--- config.mk ---
export PLATFORM = sky130hd
export DESIGN_NAME = timer_period_trigger
export DESIGN_NICKNAME = d
export VERILOG_FILES = /design/src/rtl/tpt_pkg.sv /design/src/rtl/tpt_regs.sv /design/src/rtl/tpt_timer.sv /design/src/rtl/tpt_event.sv /design/src/rtl/timer_period_trigger.sv
export SDC_FILE = /design/constraint.sdc
export NUM_CORES = 1
export LEC_CHECK = 0
export BUFFER_PORTS_ARGS = -buffer_cell sky130_fd_sc_hd__buf_2
export CORE_MARGIN = 8
export CORE_UTILIZATION = 54
export DETAILED_ROUTE_END_ITERATION = 6
export GPL_TIMING_DRIVEN = 0
export PLACE_DENSITY = 0.78
export SYNTH_ARGS = -nofsm -noshare
export SYNTH_HDL_FRONTEND = slang
export SYNTH_SLANG_ARGS = --single-unit
--- constraint.sdc ---
create_clock -name clk -period 2 [get_ports clk]
set_input_delay 0.3 -clock clk [delete_from_list [all_inputs] [get_ports clk]]
set_output_delay 0.3 -clock clk [all_outputs]
set_load 0.005 [all_outputs]
--- src/rtl/tpt_pkg.sv ---
package tpt_pkg;
  // selects of the byte-wide write port
  localparam int unsigned SEL_CMP_LO = 0;
  localparam int unsigned SEL_CMP_HI = 1;
  localparam int unsigned SEL_CTRL   = 2;
  // control byte layout
  localparam int unsigned CTRL_ADC_BIT = 4;
  // mode code for period-trigger behaviour
  localparam logic [3:0] MODE_PERIOD_TRIG = 4'b1011;
endpackage

--- src/rtl/tpt_regs.sv ---
module tpt_regs #(
  parameter int unsigned CNT_W  = 16,
  parameter int unsigned BYTE_W = 8,
  parameter int unsigned MODE_W = 4,
  parameter int unsigned ADDR_W = 2
) (
  input  logic              clk,
  input  logic              rst_n,
  input  logic              wr_en,
  input  logic [ADDR_W-1:0] wr_addr,
  input  logic [BYTE_W-1:0] wr_data,
  output logic [CNT_W-1:0]  cmp_val,
  output logic [MODE_W-1:0] mode,
  output logic              adc_on,
  output logic              cmp_wr
);
  import tpt_pkg::*;
  localparam int unsigned NLANE = CNT_W / BYTE_W;

  logic [NLANE-1:0] lane_wr;

  // one register per compare byte lane
  for (genvar g = 0; g < NLANE; g++) begin : g_lane
    assign lane_wr[g] = wr_en && (wr_addr == ADDR_W'(g));
    always_ff @(posedge clk) begin
      if (!rst_n)          cmp_val[g*BYTE_W +: BYTE_W] <= '0;
      else if (lane_wr[g]) cmp_val[g*BYTE_W +: BYTE_W] <= wr_data;
    end
  end

  // named event: any compare byte written this cycle
  assign cmp_wr = |lane_wr;

  logic ctrl_wr;
  assign ctrl_wr = wr_en && (wr_addr == ADDR_W'(SEL_CTRL));

  always_ff @(posedge clk) begin
    if (!rst_n) begin
      mode   <= '0;
      adc_on <= 1'b0;
    end else if (ctrl_wr) begin
      mode   <= wr_data[MODE_W-1:0];
      adc_on <= wr_data[CTRL_ADC_BIT];
    end
  end

  // a compare write lands in the addressed byte only
  assert_lo_write_R8: assert property (@(posedge clk) disable iff (!rst_n)
    lane_wr[0] |=> cmp_val[BYTE_W-1:0] == $past(wr_data));
  assert_ctrl_keeps_cmp_R8: assert property (@(posedge clk) disable iff (!rst_n)
    (ctrl_wr) |=> $stable(cmp_val));
endmodule

--- src/rtl/tpt_timer.sv ---
module tpt_timer #(
  parameter int unsigned CNT_W = 16
) (
  input  logic             clk,
  input  logic             rst_n,
  input  logic             tick,
  input  logic             reset_req,
  input  logic             ovf_clr,
  output logic [CNT_W-1:0] count,
  output logic             ovf_flag,
  output logic             wrap_evt
);
  localparam logic [CNT_W-1:0] ALL_ONES = '1;

  function automatic logic [CNT_W-1:0] f_next(input logic [CNT_W-1:0] c,
                                              input logic t, input logic z);
    if (!t)     return c;
    else if (z) return '0;
    else        return c + 1'b1;
  endfunction

  function automatic logic f_wraps(input logic [CNT_W-1:0] c,
                                   input logic t, input logic z);
    return t && !z && (c == ALL_ONES);
  endfunction

  assign wrap_evt = f_wraps(count, tick, reset_req);

  always_ff @(posedge clk) begin
    if (!rst_n) begin
      count    <= '0;
      ovf_flag <= 1'b0;
    end else begin
      count    <= f_next(count, tick, reset_req);
      ovf_flag <= wrap_evt | (ovf_flag & ~ovf_clr);
    end
  end

  assert_hold_no_tick_R4: assert property (@(posedge clk) disable iff (!rst_n)
    !tick |=> count == $past(count));
  assert_reset_to_zero_R5: assert property (@(posedge clk) disable iff (!rst_n)
    (tick && reset_req) |=> count == '0);
  assert_reset_no_ovf_R6: assert property (@(posedge clk) disable iff (!rst_n)
    (tick && reset_req && !ovf_flag) |=> !ovf_flag);
  assert_ovf_only_wrap_R6: assert property (@(posedge clk) disable iff (!rst_n)
    $rose(ovf_flag) |-> ($past(count) == ALL_ONES) && $past(tick));
endmodule

--- src/rtl/tpt_event.sv ---
module tpt_event #(
  parameter int unsigned CNT_W     = 16,
  parameter int unsigned MODE_W    = 4,
  parameter logic [MODE_W-1:0] TRIG_MODE = 4'b1011,
  parameter bit          HAS_ADC   = 1'b1
) (
  input  logic              clk,
  input  logic              rst_n,
  input  logic [CNT_W-1:0]  count,
  input  logic [CNT_W-1:0]  cmp_val,
  input  logic [MODE_W-1:0] mode,
  input  logic              adc_on,
  input  logic              cmp_wr,
  input  logic              tick,
  input  logic              cmp_clr,
  output logic              match_evt,
  output logic              reset_req,
  output logic              cmp_flag,
  output logic              adc_start
);
  logic mode_ok;
  logic pend_q;

  function automatic logic f_hit(input logic [CNT_W-1:0] c,
                                 input logic [CNT_W-1:0] v);
    return c == v;
  endfunction

  assign mode_ok   = (mode == TRIG_MODE);
  // a held count fires once; the pending bit suppresses repeats
  assign match_evt = mode_ok && f_hit(count, cmp_val) && !pend_q;
  // the zeroing waits for a tick and is dropped by a compare write
  assign reset_req = mode_ok && !cmp_wr && (pend_q || match_evt);

  always_ff @(posedge clk) begin
    if (!rst_n) begin
      pend_q   <= 1'b0;
      cmp_flag <= 1'b0;
    end else begin
      if (!mode_ok || cmp_wr || tick) pend_q <= 1'b0;
      else                            pend_q <= pend_q | match_evt;
      cmp_flag <= match_evt | (cmp_flag & ~cmp_clr);
    end
  end

  if (HAS_ADC) begin : g_adc
    always_ff @(posedge clk) begin
      if (!rst_n) adc_start <= 1'b0;
      else        adc_start <= match_evt & adc_on;
    end
  end else begin : g_no_adc
    assign adc_start = 1'b0;
  end

  assert_mode_gate_R1: assert property (@(posedge clk) disable iff (!rst_n)
    !mode_ok |-> !match_evt && !reset_req);
  assert_flag_on_match_R2: assert property (@(posedge clk) disable iff (!rst_n)
    match_evt |=> cmp_flag);
  assert_adc_source_R3: assert property (@(posedge clk) disable iff (!rst_n)
    adc_start |-> $past(match_evt) && $past(adc_on));
  assert_write_drops_R7: assert property (@(posedge clk) disable iff (!rst_n)
    cmp_wr |=> !pend_q);
  assert_mode_drops_R10: assert property (@(posedge clk) disable iff (!rst_n)
    !mode_ok |=> !pend_q);
endmodule

--- src/rtl/timer_period_trigger.sv ---
module timer_period_trigger #(
  parameter int unsigned CNT_W   = 16,
  parameter int unsigned BYTE_W  = 8,
  parameter int unsigned MODE_W  = 4,
  parameter int unsigned ADDR_W  = 2,
  parameter bit          HAS_ADC = 1'b1
) (
  input  logic              clk,
  input  logic              rst_n,
  input  logic              wr_en,
  input  logic [ADDR_W-1:0] wr_addr,
  input  logic [BYTE_W-1:0] wr_data,
  input  logic              tick,
  input  logic              cmp_flag_clr,
  input  logic              ovf_flag_clr,
  output logic [CNT_W-1:0]  count,
  output logic              cmp_flag,
  output logic              ovf_flag,
  output logic              adc_start,
  output logic              cmp_pin
);
  import tpt_pkg::*;

  logic [CNT_W-1:0]  cmp_val;
  logic [MODE_W-1:0] mode;
  logic              adc_on;
  logic              cmp_wr;
  logic              match_evt;
  logic              reset_req;
  logic              wrap_evt;

  tpt_regs #(.CNT_W(CNT_W), .BYTE_W(BYTE_W), .MODE_W(MODE_W), .ADDR_W(ADDR_W)) u_regs (
    .clk(clk), .rst_n(rst_n), .wr_en(wr_en), .wr_addr(wr_addr), .wr_data(wr_data),
    .cmp_val(cmp_val), .mode(mode), .adc_on(adc_on), .cmp_wr(cmp_wr)
  );

  tpt_event #(.CNT_W(CNT_W), .MODE_W(MODE_W), .TRIG_MODE(MODE_PERIOD_TRIG[MODE_W-1:0]),
              .HAS_ADC(HAS_ADC)) u_event (
    .clk(clk), .rst_n(rst_n), .count(count), .cmp_val(cmp_val), .mode(mode),
    .adc_on(adc_on), .cmp_wr(cmp_wr), .tick(tick), .cmp_clr(cmp_flag_clr),
    .match_evt(match_evt), .reset_req(reset_req), .cmp_flag(cmp_flag),
    .adc_start(adc_start)
  );

  tpt_timer #(.CNT_W(CNT_W)) u_timer (
    .clk(clk), .rst_n(rst_n), .tick(tick), .reset_req(reset_req),
    .ovf_clr(ovf_flag_clr), .count(count), .ovf_flag(ovf_flag), .wrap_evt(wrap_evt)
  );

  // this mode never takes the pin
  assign cmp_pin = 1'b0;

  assert_wrap_not_match_R6: assert property (@(posedge clk) disable iff (!rst_n)
    wrap_evt |-> !reset_req);
endmodule

* Word-level counts from Yosys, hierarchy flattened
Cells that the tools add are included.
Word-level totals: output and inout bits 20, register bits 41, bits of input ports 16
Cells by class: bitwise logic cells 9, reductions and logical operators 19, equal/unequal tests 5, multiplexer cells 1, add/sub/neg operators 1
Operators by type and width (count):
- $add 16x1->16 const B | 1
- $eq 16x16->1 | 1
- $eq 16x16->1 const B | 1
- $mux 16 | 1
- $logic_and 1x1->1 | 9
- $eq 4x4->1 const B | 1
- $logic_not 1->1 | 4
- $reduce_or 2->1 | 2
- $and 1x1->1 | 3
- $logic_or 1x1->1 | 3
- $not 1->1 | 3
- $or 1x1->1 | 3
- $eq 2x1->1 const B | 1
- $eq 2x2->1 const B | 1
- $logic_not 2->1 | 1

* Logic depth before layout (Yosys ltp)
depth after elaboration 10, mapped depth 7, mapped depth without buffers 6

* Hierarchy
Synthesis repeated with hierarchy kept, for this count alone.
Second synthesis, totals: cell total of the unflattened synthesis 223, area, all modules 2006.9 sq um
Modules (own cells, without submodules):
- tpt_timer | cells each 105, times used 1, seq. area each 340.3 sq um, area each 872.1 sq um
- tpt_regs | cells each 80, times used 1, seq. area each 420.4 sq um, area each 800.8 sq um
- tpt_event | cells each 36, times used 1, seq. area each 60.1 sq um, area each 322.8 sq um
- timer_period_trigger | cells each 2, times used 1, seq. area each 0.0 sq um, area each 11.3 sq um

* Least setup slack after synthesis
No wires, ideal clock.
path kind reg-to-reg, start register u_timer.count[4], end register u_timer.count[9], slack 0.311 ns, stages on the path, launching flop included 7, arrival time 1.574 ns, buffers on the path 1, period minus slack after synthesis 1.689 ns, cell sequence dfxtp_1 > xor2_1 > nor4_2 > nand3_2 > o311ai_4 > buf_6 > nor2_2
Between the ends: word-level cells in the longest chain between the ends 6
Ends and longest elaborated chain:
- start: declaration | RTL line tpt_timer.sv:9 | output logic [CNT_W-1:0] count,
- start signal: assignment | RTL line tpt_timer.sv:34 | count <= f_next(count, tick, reset_req);
- branches (longest 5 deep; another with $add 16x1->16)
- $mux 16 (*) | RTL line tpt_timer.sv:18 | else if (z) return '0;
Mark *: on every way between the ends. A chain may end at the register's enable or synchronous reset.

* Worst setup path in the final report
start register u_timer.count[12], end register u_timer.count[11]
Between the ends: word-level cells in the longest chain between the ends 6
Ends and longest elaborated chain:
- $eq 16x16->1 | RTL line tpt_event.sv:26 | return c == v;
- $logic_and 1x1->1 (2 in series) | RTL line tpt_event.sv:31 | assign match_evt = mode_ok && f_hit(count, cmp_val) && !pend_q;
- $logic_or 1x1->1 | RTL line tpt_event.sv:33 | assign reset_req = mode_ok && !cmp_wr && (pend_q || match_evt);
- $logic_and 1x1->1 | RTL line tpt_event.sv:33
- $mux 16 | RTL line tpt_timer.sv:18
Every way passes these cells.

==> implementation parameters <==
Parameter                              Value

Synth
  Average instance area after synthesis ... 9.22 um^2
  Fraction of synthesis flops using an asynchronous set or reset pin ... 0%
  Area share of the largest cell type after synthesis ... 43.0%
  Number of nets produced by synthesis ... 224
  Synth Register Bits ... 41
  Dominant cell type by area after synthesis ... sky130_fd_sc_hd__dfxtp_1
  Sequential area share after synthesis ... 43.0%
  Post-Syn Area ... 1910 um^2
  Main synth FF type ... sky130_fd_sc_hd__dfxtp_1
  Syn Inst Count ... 207
  Syn. warnings ... 0
  Number of synthesized flops with an enable pin ... 0
  Number of library cell types mapped by synthesis ... 35
  Ranking of synthesized cells by area ... sky130_fd_sc_hd__dfxtp_1 43%, sky130_fd_sc_hd__xor2_1 11%, sky130_fd_sc_hd__mux2i_1 6.8%

Setup path
  Worst Path Class, Setup ... register to register
  Top fanout value on the critical path ... 10
  Kind of capture point of the worst setup path ... register
  Startpoint types ... register
  Worst path cell trace ... xor2_1, nor4_2, nand3_2, o311ai_4, buf_6, nor2_2
  Critical path required time ... 2260 ps
  Crit-path max cell delay ... 440 ps
  WP data arrival ... 2130 ps
  CP max stage cell ... sky130_fd_sc_hd__dfxtp_1

Floorplan
  Number of top-level pins ... 36
  Row Count ... 21
  Die area ... 5690 um^2
  Area of the core region ... 3360 um^2
  Die width ... 75.5 um
  Vertical die dimension ... 75.5 um
  Initial Util ... 56.8%

Clock network
  Clock buffer depth ... 2
  Clk sinks ... 41
  CTS Buf Count ... 5
  Deepest level of the CTS H-tree ... 2
  Clock Tree Root ... sky130_fd_sc_hd__clkbuf_4
  Clock edge transition at the registers on the reported setup and hold paths ... 120 ps
  TritonCTS clock tree ... yes
  Worst-skew pair later-pin latency ... 360 ps

Cells and area
  Most frequent cells in the layout ... 40 x sky130_fd_sc_hd__dfxtp_1, 35 x sky130_fd_sc_hd__buf_2, 24 x sky130_fd_sc_hd__xor2_1, 21 x sky130_fd_sc_hd__nor2_1, 17 x sky130_fd_sc_hd__nand2_1
  Post-layout nets ... 265
  Most common cell after layout, fill and taps aside ... sky130_fd_sc_hd__dfxtp_1
  ANT cells ... 0
  Fraction of the core area covered by cells at the end of the flow ... 65.2%
  Final cell area excluding filler cells ... 2190 um^2
  Share of cells above drive strength 1 ... 25.3%
  Layout-stage area growth over the synthesis result ... 14.9%

GRT
  Met1 Track Usage GR ... 20.0%
  Largest net degree at the start of global routing ... 14
  Met2 Resource Use GR ... 26.7%
  Routing usage on met3 ... 5.26%
  Total global routing overflow ... 0
  Overall track demand over capacity in global routing ... 16.8%
  Global-route wire length before repair ... 7.17 mm
  Vias in the first global route ... 1,519
  Antenna violations before repair ... 0
  GR peak layer ... met2

Detailed routing
  Total detailed-routing wirelength ... 4.21 mm
  Drt wl/cell ... 14.3 um
  Router iterations before antenna repair ... 4
  DRC violations left ... 0
  Number of vias in the routed layout ... 1,560
  Antenna Violating Nets Remaining ... 0
  Ratio of routed vias to standard cells ... 5.29
  Number of DRC markers after the initial detailed-route iteration ... 122

STA
  Tightest Pin Transition ... 553 ps
  Unrepaired setup endpoints after global routing ... no
  Final clock period utilization by the worst path ... 93.5%
  Max-slew headroom at the worst pin ... 63.1%
  Final Max Tran Viols ... 0
  Worst clock skew ... 12.1 ps
  Final setup violation count ... 0
  Clock period minus final worst setup slack ... 1870 ps
  Total Neg Setup Slack ... 0 ps
  Highest achievable clock rate ... 535 MHz
  Final Hold Fails ... 0

Placed design
  Final HPWL from detailed placement ... 3.28 mm
  I/O Buffers ... 34
  Area after DPL ... 2140 um^2
  Final weighted congestion of routability-driven global placement ... 0.801

Power and ir drop
  Pwr/cell area ... 636 nW/um^2
  Standby leakage power ... 0.973 nW
  Worst vdd rail ir drop ... 0.463 mV

Worst hold path
  Hold Crit Class ... input port to register

Outcome
  Outcome ... completed

Job
  Max-cap viol count ... 0
==> report_power, final <==
part	internal (W)	switching (W)
sequential	0.000834	0.0000153
clock	0.000133	0.000280
combinational	0.0000553	0.0000787
total	0.00102	0.000374
==> repair_timing <==
action	4_1_cts	5_1_grt
hold buffers	0	0
endpoints found under the setup margin	0	10
setup buffers	0	0
resized for setup	0	1
==> cells by family (layout without fill, tap and decap cells) <==
kind of cell / after synthesis / after routing / share of synthesized area, %
adders and majority gates: 1 / 1 / 0.655
buffers and inverters: 11 / 53 / 2.82
AOI/OAI and AO/OA: 17 / 17 / 6.55
muxes: 13 / 13 / 6.81
and+or+nand+nor: 93 / 93 / 26.2
xor gates and xnor gates: 30 / 30 / 13.8
DFF: 41 / 41 / 43.0
other: 1 / 1 / 0.196
==> state kept, by name, summed over array words and instances (netlist names) <==
signal and count:
u_event.pend_q 1, u_regs.mode 4, u_event.cmp_flag 1, u_regs.cmp_val 16, u_timer.count 16, u_event.adc_start 1
u_regs.adc_on 1, u_timer.ovf_flag 1
==> synth_stat cells, types with 3 or more instances <==
master,n
sky130_fd_sc_hd__a21oi_1,11
sky130_fd_sc_hd__and3_1,3
sky130_fd_sc_hd__clkbuf_1,6
sky130_fd_sc_hd__dfxtp_1,41
sky130_fd_sc_hd__mux2i_1,13
sky130_fd_sc_hd__nand2_1,17
sky130_fd_sc_hd__nand3_1,12
sky130_fd_sc_hd__nand4_1,6
sky130_fd_sc_hd__nor2_1,21
sky130_fd_sc_hd__nor2_2,10
sky130_fd_sc_hd__nor2b_1,4
sky130_fd_sc_hd__nor3_1,5
sky130_fd_sc_hd__nor4_2,3
sky130_fd_sc_hd__xnor2_1,6
sky130_fd_sc_hd__xor2_1,24
==> path summary, 6_finish.rpt <==
check	startpoint	to	slack (ps)	cells after the start
setup / recovery	u_timer.count[12]$_SDFFE_PN0P_	u_timer.count[11]$_SDFFE_PN0P_	130	6
hold / removal	ovf_flag_clr	u_timer.ovf_flag$_SDFF_PN0_	190	3
setup reg to reg	u_timer.count[12]$_SDFFE_PN0P_	u_timer.count[11]$_SDFFE_PN0P_	130	6
hold reg to reg	u_timer.ovf_flag$_SDFF_PN0_	u_timer.ovf_flag$_SDFF_PN0_	470	2
==> worst max-delay path, delay by kind of cell, from the launching register on <==
family          cells  cell delay, ps
compound gates      1             360
flops               1             440
xor+xnor            1             120
buf+inv             1             220
simple gates        3             630
==> cell type report <==
| cell class | count | area (um^2) |
|---|---|---|
| Fill cell | 309 | 1170 |
| Sequential cell | 41 | 822 |
| Clock inverter | 3 | 17.5 |
| Clock buffer | 5 | 37.5 |
| Timing Repair Buffer | 34 | 170 |
| Inverter | 2 | 7.51 |
| Buffer | 9 | 46.3 |
| Multi-Input combinational cell | 155 | 1030 |
| Tap cell | 46 | 57.6 |
==> stage by stage <==
stage               total power (W)  hold slack (ps)  setup slack, ps  instances
floorplan                  0.000952              418              311        207
global placement           0.000996              456              122        287
detailed placement         0.000999              459             78.3        287
CTS                         0.00140              173             63.1        295
global route                0.00146              199             10.5        295
finish                      0.00140              189              130        295
==> per-layer routing <==
metal / wire, um / part of all wire, % / vias up
met5: 0 / 0 / -
met4: 78 / 1.9 / 0
met3: 283 / 6.7 / 6
met2: 1980 / 47 / 41
met1: 1860 / 44 / 724
li1: - / - / 789
(Power assumes the default switching activity.)
